### src/rtl/seq_mul_pkg.sv
package seq_mul_pkg;

    localparam int unsigned DEF_WIDTH = 32;

    typedef enum logic {
        ST_IDLE = 1'b0,
        ST_RUN  = 1'b1
    } mul_state_e;

    typedef struct packed {
        logic load;   // capture operands, initialise combined register
        logic step;   // one add-and-shift iteration
    } mul_cmd_t;

endpackage

### src/rtl/mul_ctrl.sv
module mul_ctrl
    import seq_mul_pkg::*;
#(
    parameter int unsigned W = DEF_WIDTH
) (
    input  logic     clk,
    input  logic     rst,
    input  logic     start,
    output mul_cmd_t cmd,
    output logic     busy,
    output logic     done
);
    localparam int unsigned CW = (W > 1) ? $clog2(W) : 1;
    localparam logic [CW-1:0] LAST = CW'(W - 1);

    mul_state_e    state_q;
    logic [CW-1:0] iter_q;
    logic          done_q;
    logic          last_iter;

    assign last_iter = (iter_q == LAST);

    always_comb begin
        cmd.load = (state_q == ST_IDLE) && start;
        cmd.step = (state_q == ST_RUN);
    end

    always_ff @(posedge clk) begin
        if (rst) begin
            state_q <= ST_IDLE;
            iter_q  <= '0;
            done_q  <= 1'b0;
        end else begin
            done_q <= 1'b0;
            case (state_q)
                ST_IDLE: begin
                    if (start) begin
                        state_q <= ST_RUN;
                        iter_q  <= '0;
                    end
                end
                ST_RUN: begin
                    iter_q <= iter_q + 1'b1;
                    if (last_iter) begin
                        state_q <= ST_IDLE;
                        done_q  <= 1'b1;
                    end
                end
                default: state_q <= ST_IDLE;
            endcase
        end
    end

    assign busy = (state_q == ST_RUN);
    assign done = done_q;

    AST_DONE_SINGLE: assert property (@(posedge clk) disable iff (rst) done |=> !done);
    AST_START_TO_BUSY: assert property (@(posedge clk) disable iff (rst) (!busy && start) |=> busy);
    AST_LAST_TO_DONE: assert property (@(posedge clk) disable iff (rst) (busy && last_iter) |=> (done && !busy));
    AST_NOT_LAST_KEEPS_BUSY: assert property (@(posedge clk) disable iff (rst) (busy && !last_iter) |=> (busy && !done));

endmodule

### src/rtl/mul_cond_add.sv
module mul_cond_add #(
    parameter int unsigned W = 32
) (
    input  logic [W-1:0] upper,
    input  logic [W-1:0] addend,
    input  logic         enable,
    output logic [W:0]   sum
);
    logic [W-1:0] gated;

    assign gated = enable ? addend : '0;
    assign sum   = {1'b0, upper} + {1'b0, gated};

    always_comb begin
        if (!enable) begin
            AST_PASS_THROUGH: assert (sum == {1'b0, upper});
        end
    end

endmodule

### src/rtl/mul_dp.sv
module mul_dp
    import seq_mul_pkg::*;
#(
    parameter int unsigned W = DEF_WIDTH
) (
    input  logic         clk,
    input  logic         rst,
    input  mul_cmd_t     cmd,
    input  logic [W-1:0] mcand_in,
    input  logic [W-1:0] mplier_in,
    output logic [2*W-1:0] product
);
    localparam int unsigned PW = 2 * W;

    logic [W-1:0]  mcand_q;
    logic [PW-1:0] prod_q;
    logic [W:0]    upper_sum;
    logic [PW-1:0] prod_next;

    mul_cond_add #(.W(W)) u_add (
        .upper  (prod_q[PW-1:W]),
        .addend (mcand_q),
        .enable (prod_q[0]),
        .sum    (upper_sum)
    );

    // carry lands in the MSB, remaining bits move one place right
    assign prod_next = {upper_sum, prod_q[W-1:1]};

    always_ff @(posedge clk) begin
        if (rst) begin
            mcand_q <= '0;
            prod_q  <= '0;
        end else if (cmd.load) begin
            mcand_q <= mcand_in;
            prod_q  <= {{W{1'b0}}, mplier_in};
        end else if (cmd.step) begin
            prod_q  <= prod_next;
        end
    end

    assign product = prod_q;

    AST_LOAD_IMAGE: assert property (@(posedge clk) disable iff (rst)
        cmd.load |=> (prod_q[PW-1:W] == '0 && prod_q[W-1:0] == $past(mplier_in)));
    AST_MCAND_HELD: assert property (@(posedge clk) disable iff (rst)
        !cmd.load |=> $stable(mcand_q));
    AST_IDLE_HOLD: assert property (@(posedge clk) disable iff (rst)
        (!cmd.load && !cmd.step) |=> $stable(prod_q));
    AST_ZERO_BIT_SHIFT: assert property (@(posedge clk) disable iff (rst)
        (cmd.step && !prod_q[0]) |=> (prod_q == {1'b0, $past(prod_q[PW-1:1])}));

endmodule

### src/rtl/seq_mul.sv
module seq_mul
    import seq_mul_pkg::*;
#(
    parameter int unsigned W = DEF_WIDTH
) (
    input  logic           clk,
    input  logic           rst,
    input  logic           start,
    input  logic [W-1:0]   mcand,
    input  logic [W-1:0]   mplier,
    output logic           busy,
    output logic           done,
    output logic [2*W-1:0] product
);
    mul_cmd_t cmd;

    mul_ctrl #(.W(W)) u_ctrl (
        .clk   (clk),
        .rst   (rst),
        .start (start),
        .cmd   (cmd),
        .busy  (busy),
        .done  (done)
    );

    mul_dp #(.W(W)) u_dp (
        .clk       (clk),
        .rst       (rst),
        .cmd       (cmd),
        .mcand_in  (mcand),
        .mplier_in (mplier),
        .product   (product)
    );

    AST_DONE_FOLLOWS_BUSY: assert property (@(posedge clk) disable iff (rst) done |-> $past(busy));
    AST_BUSY_START_IGNORED: assert property (@(posedge clk) disable iff (rst) (busy && start) |-> !cmd.load);

endmodule

### config.mk
export PLATFORM = sky130hd
export DESIGN_NAME = seq_mul
export DESIGN_NICKNAME = d
export VERILOG_FILES = /design/src/rtl/seq_mul_pkg.sv /design/src/rtl/mul_ctrl.sv /design/src/rtl/mul_cond_add.sv /design/src/rtl/mul_dp.sv /design/src/rtl/seq_mul.sv
export SDC_FILE = /design/constraint.sdc
export NUM_CORES = 1
export LEC_CHECK = 0
export ABC_CLOCK_PERIOD_IN_PS = 5800
export BUFFER_PORTS_ARGS = -buffer_cell sky130_fd_sc_hd__buf_4
export CAP_MARGIN = 5
export CELL_PAD_IN_SITES_DETAIL_PLACEMENT = 1
export CELL_PAD_IN_SITES_GLOBAL_PLACEMENT = 1
export CORE_ASPECT_RATIO = 0.6
export CORE_UTILIZATION = 43
export DETAILED_ROUTE_END_ITERATION = 12
export PLACE_DENSITY_LB_ADDON = 0.1
export SLEW_MARGIN = 20
export SYNTH_ARGS = -nofsm -noshare
export SYNTH_HDL_FRONTEND = slang
export SYNTH_SLANG_ARGS = --single-unit
export TNS_END_PERCENT = 100
### constraint.sdc
create_clock -name clk -period 5.8 [get_ports clk]
set_input_delay 1.45 -clock clk [delete_from_list [all_inputs] [get_ports clk]]
set_output_delay 1.45 -clock clk [all_outputs]
set_load 0.01 [all_outputs]
### Yosys cells after proc, flatten, opt, wreduce, memory -nomap -nowiden

Index checks and enable logic that the tools add are counted.

| storage, ports and cells | value |
|---|---|
| input port bits | 67 |
| output and inout port bits | 66 |
| register bits after elaboration | 103 |
| word-level logic and storage cells | 24 |

| operators by class | value |
|---|---|
| reductions and logical operators | 4 |
| bitwise gates (word level) | 1 |
| add/sub/neg operators | 2 |
| eq/ne operators | 2 |
| mux-type cells | 9 |

Operators by type and width:

| kind | number |
|---|---|
| 2-to-1 mux 32 bit | 3 |
| adder 32 x 32 -> 33 bit | 1 |
| one-hot mux 5 bit (2 select lines) | 1 |
| adder 5 x 1 -> 5 bit (second input constant) | 1 |
| equality test 5 bit (second input constant) | 1 |
| 2-to-1 mux 5 bit | 1 |
| OR reduction 2 bit | 2 |
| 2-to-1 mux 1 bit | 3 |
| inequality test 2 bit (second input constant) | 1 |
| one-hot mux 1 bit (2 select lines) | 1 |
| nonzero test 2 bit | 1 |
| logical AND 1 bit | 1 |
| inverter 1 bit | 1 |

### Logic depth before layout (Yosys ltp)

| logic depth | value |
|---|---|
| word-level depth | 4 |
| depth in mapped cells | 13 |
| mapped depth without buffers | 12 |

### Modules after synthesis

A second synthesis with hierarchy kept.

| second synthesis, totals | value |
|---|---|
| cells, all modules | 650 |
| area total of the unflattened synthesis | 6103.4 µm² |

By module, submodules not included:

| module | cells an instance | times used | seq. area each (µm²) | area an instance (µm²) |
|---|---|---|---|---|
| mul_dp | 350 | 1 | 1921.8 | 3811.2 |
| mul_cond_add | 264 | 1 | 0.0 | 1954.4 |
| mul_ctrl | 36 | 1 | 140.1 | 337.8 |

### Least setup slack after synthesis

Ideal clock, no wire load.

| path | value |
|---|---|
| kind | in2reg |
| start point | input port start |
| end point | register u_dp.prod_q[62], in the netlist u_dp.product[62] |
| cell stages on the path | 8 |
| required time | 5741 ps |
| arrival time | 2731 ps |
| buffers on the path | 2 |
| library setup time | 59 ps |
| slack | 3010 ps |
| path through | buf_2 > nor2b_1 > clkbuf_1 > nor2_2 > nand2_1 > nor4b_1 > a211oi_1 > nand2_1 |

| on the way | value |
|---|---|
| longest elaborated chain between the ends | 2 |

Ends and longest elaborated chain:

| item | RTL line | source |
|---|---|---|
| start, declared | seq_mul.sv:8 | `input logic start,` |
| logical AND 1 bit | mul_ctrl.sv:24 | `cmd.load = (state_q == ST_IDLE) && start;` |
| OR reduction 2 bit (no source line) | n/a |  |
| end signal, assigned | mul_dp.sv:36 | `prod_q <= {{W{1'b0}}, mplier_in};` |
| end signal, assigned | mul_dp.sv:38 | `prod_q <= prod_next;` |
| end, declared | mul_dp.sv:16 | `logic [PW-1:0] prod_q;` |

No other way between the ends.
A chain may end at the register's enable or synchronous reset.

### Final worst setup path

| path | value |
|---|---|
| start point | input port start |
| end point | register u_dp.prod_q[51], in the netlist u_dp.product[51] |

The elaborated chain is that of the path after synthesis.

==> results.json <==
{
  "status": "finished clean",
  "netlist_instances": 740,
  "rsz0062_at_grt": "false",
  "synth_ff_type": "dfxtp_1",
  "cp-start-kind": "input port",
  "cts_inserted_buffers": 9,
  "seq_area_frac_synth_pct": 34.8,
  "utilization_pct": 55.7,
  "cts_num_sinks": 103,
  "core_um2": 13100,
  "placementRows": 32,
  "worstPathArrival_ns": 3.54,
  "routabilityCongestion": 0.909,
  "crit_buf_inv": 3,
  "fp.dieW_um": 154,
  "grt_max_degree": 63,
  "cts_max_path_buffers": 2,
  "antenna_found_initial": 0,
  "drcViolationCount": 0,
  "first_pass_iters": 4,
  "die_y_um": 93.0,
  "slew_violations": 0,
  "cts_tree": "yes",
  "setup_viol": 0,
  "p_per_area_nw_per_um2": 222,
  "syn_to_final_growth_pct": 23.2,
  "worstSetupPathType": "in -> reg",
  "port_buffers": 132,
  "drtIter0Drc": 240,
  "hpwl_um": 13300,
  "htree_levels": 3,
  "skew_ns": 0.0106,
  "intPower_mw": 1.18,
  "p_sw_share_pct": 27.3,
  "min_to": "u_dp.mcand_q[6]",
  "path_clk_slew_ns": 0.08,
  "layout-drive-gt1-share_pct": 20.4,
  "routed_wl_um": 18400,
  "cp_top_family": "buffers and inverters",
  "power_frac_seq_pct": 47.7,
  "synth-edff-count": 0,
  "end_kind": "flip-flop",
  "worstReg2RegStart": "u_dp.product[0]",
  "post_cts_buffers": 0,
  "yosysWarnings": 0,
  "grt_usage_pct": 26.3,
  "synth_top_cell_by_area": "dfxtp_1",
  "synthesis.nets": 842,
  "rr_endpoint": "u_dp.product[58]",
  "synth_area_um2": 5930,
  "clock.fmax_ghz": 0.302,
  "yosys-top-cells-area": "dfxtp_1 35%, mux2i_1 8.9%, a21oi_1 8.5%",
  "setup-tns-final_ns": 0,
  "diodes": 0,
  "synth.avg_cell_area_um2": 8.01,
  "ctsResizeCount": 0,
  "regToRegSetupSlack_ns": 2.56,
  "viasPerCell": 5.51,
  "maxSlewHeadroom_pct": 51.9,
  "num_io_pins": 133,
  "clockPowerShare_pct": 38.5,
  "ys_async_sr_fraction_pct": 0,
  "cp_max_fo": 38,
  "hp-start": "u_dp.mcand_q[6]",
  "min_period_over_period_pct": 57.1,
  "leakage_nw": 3.36,
  "nFillCells": 1601,
  "yosys-top-cells-count": "103 x dfxtp_1, 103 x nor2_1, 101 x a21oi_1, 89 x nand2_1, 53 x mux2i_1",
  "period_minus_slack_ns": 3.31,
  "wl_per_cell_um": 18.0,
  "synth_seq_cells": 103,
  "via_count": 5613,
  "grt_pass1_wl_um": 29700,
  "start_util_pct": 45.2,
  "p_total_mw": 1.62,
  "min_path_type": "reg -> reg",
  "pwr-share-comb_pct": 13.8,
  "worstMarginPinSlew_ns": 0.721,
  "final_cells": 1018,
  "worst_path_max_delay_cell": "nand2b_1",
  "grt_pass1_vias": 5774,
  "drtAntennaViolNets": 0,
  "cp_common_cell": "buf_4",
  "dieArea_um2": 14300,
  "nets": 945,
  "synth_top_area_share_pct": 34.8,
  "slowest_delay_ns": 0.51,
  "clk-insertion-delay-late_ns": 0.35,
  "cts_root_buf": "clkbuf_16",
  "drv.max_cap_violation_count": 0,
  "hold_buffers": 0,
  "synth_cell_types": 56,
  "rr_worst_depth": 12,
  "required_ns": 6.03,
  "ir_drop_mv": 0.132,
  "whs_path_depth": 2,
  "grt-ovfl-total": 0,
  "path_cells": "buf_4 -> nand2b_1 -> buf_4 -> nand2b_1 -> buf_4 -> a21oi_1 -> or3_1",
  "whs_ns": 0.452,
  "place_inst": 1002,
  "p_sw_uw": 442,
  "finalHoldViolCount": 0
}
==> cell type report <==
| class | count | area, um^2 | area share [%] |
|---|---|---|---|
| timing repair buffer | 138 | 1040 | 14.2 |
| multi-input combinational | 584 | 3660 | 50.1 |
| sequential | 103 | 2070 | 28.3 |
| clock buffer | 12 | 268 | 3.66 |
| inverter | 7 | 26.3 | 0.359 |
| clock inverter | 4 | 36.3 | 0.496 |
| tap | 170 | 213 | 2.91 |
==> logic make-up after synthesis <==
family	synth area share, %
AOI/OAI and AO/OA	17.1
buffers and inverters	3.48
and+or+nand+nor	23.8
xor gates and xnor gates	4.43
adders and majority gates	7.51
DFF	34.8
muxes	8.95
==> cells in the final DEF, fill, tap and decap left out, types with 7 or more instances in the layout <==
| master | instances |
|---|---|
| buf_4 | 138 |
| nor2_1 | 103 |
| dfxtp_1 | 102 |
| a21oi_1 | 101 |
| nand2_1 | 89 |
| mux2i_1 | 53 |
| ha_1 | 34 |
| and2_1 | 33 |
| xnor2_1 | 21 |
| a21o_1 | 15 |
| o21ai_0 | 14 |
| clkbuf_16 | 10 |
| nand3b_1 | 9 |
| xor2_1 | 9 |
| and3_1 | 8 |
| nand3_1 | 7 |
| o21ai_1 | 7 |
| nand4_1 | 7 |
==> power groups by stage <==
stage          logic, mW  registers, mW  clock network [mW]
2_1_floorplan      0.129          0.781                   0
3_3_place_gp       0.213          0.787                   0
3_5_place_dp       0.223          0.789                   0
4_1_cts            0.225          0.773               0.635
5_1_grt            0.247          0.778               0.659
6_report           0.223          0.773               0.624
==> through the flow <==
step / worst slack, ns / instance area [um^2]
final: 2.49 / 7310
after CTS: 2.45 / 7310
after global placement: 2.14 / 7010
after floorplan: 3.01 / 5930
after detailed placement: 2.08 / 7010
after global routing: 2.30 / 7310
==> per-layer routing <==
layer  GRT usage, %  up-vias  routed length, um
met2           42.7      107               8310
li1               -     2767                  -
met5              0        -                  0
met3           3.71       10                572
met4           5.17        0                113
met1           37.1     2729               9380
==> registers in the layout, summed over array words and instances (netlist names) <==
register	count
u_dp.product	64
u_ctrl.done	1
u_dp.mcand_q	32
u_ctrl.iter_q	5
u_ctrl.busy	1
==> how the worst max path moves through the flow <==
stage          start  depth (start not counted)  slack, ns               end
3_3_place_gp   start                          7       2.14  u_dp.product[51]
3_5_place_dp   start                          7       2.08  u_dp.product[51]
5_1_grt        start                          7       2.30  u_dp.product[51]
6_report       start                          7       2.49  u_dp.product[51]
4_1_cts        start                          7       2.45  u_dp.product[51]
2_1_floorplan  start                          8       3.01  u_dp.product[62]
==> tightest hold or removal path, delay by kind of cell (launching register included) <==
| kind | cells | cell delay [ns] |
|---|---|---|
| simple gates | 1 | 0.05 |
| compound gates | 1 | 0.05 |
| flops | 1 | 0.31 |
Note: power is estimated with default switching activity, not from simulation.
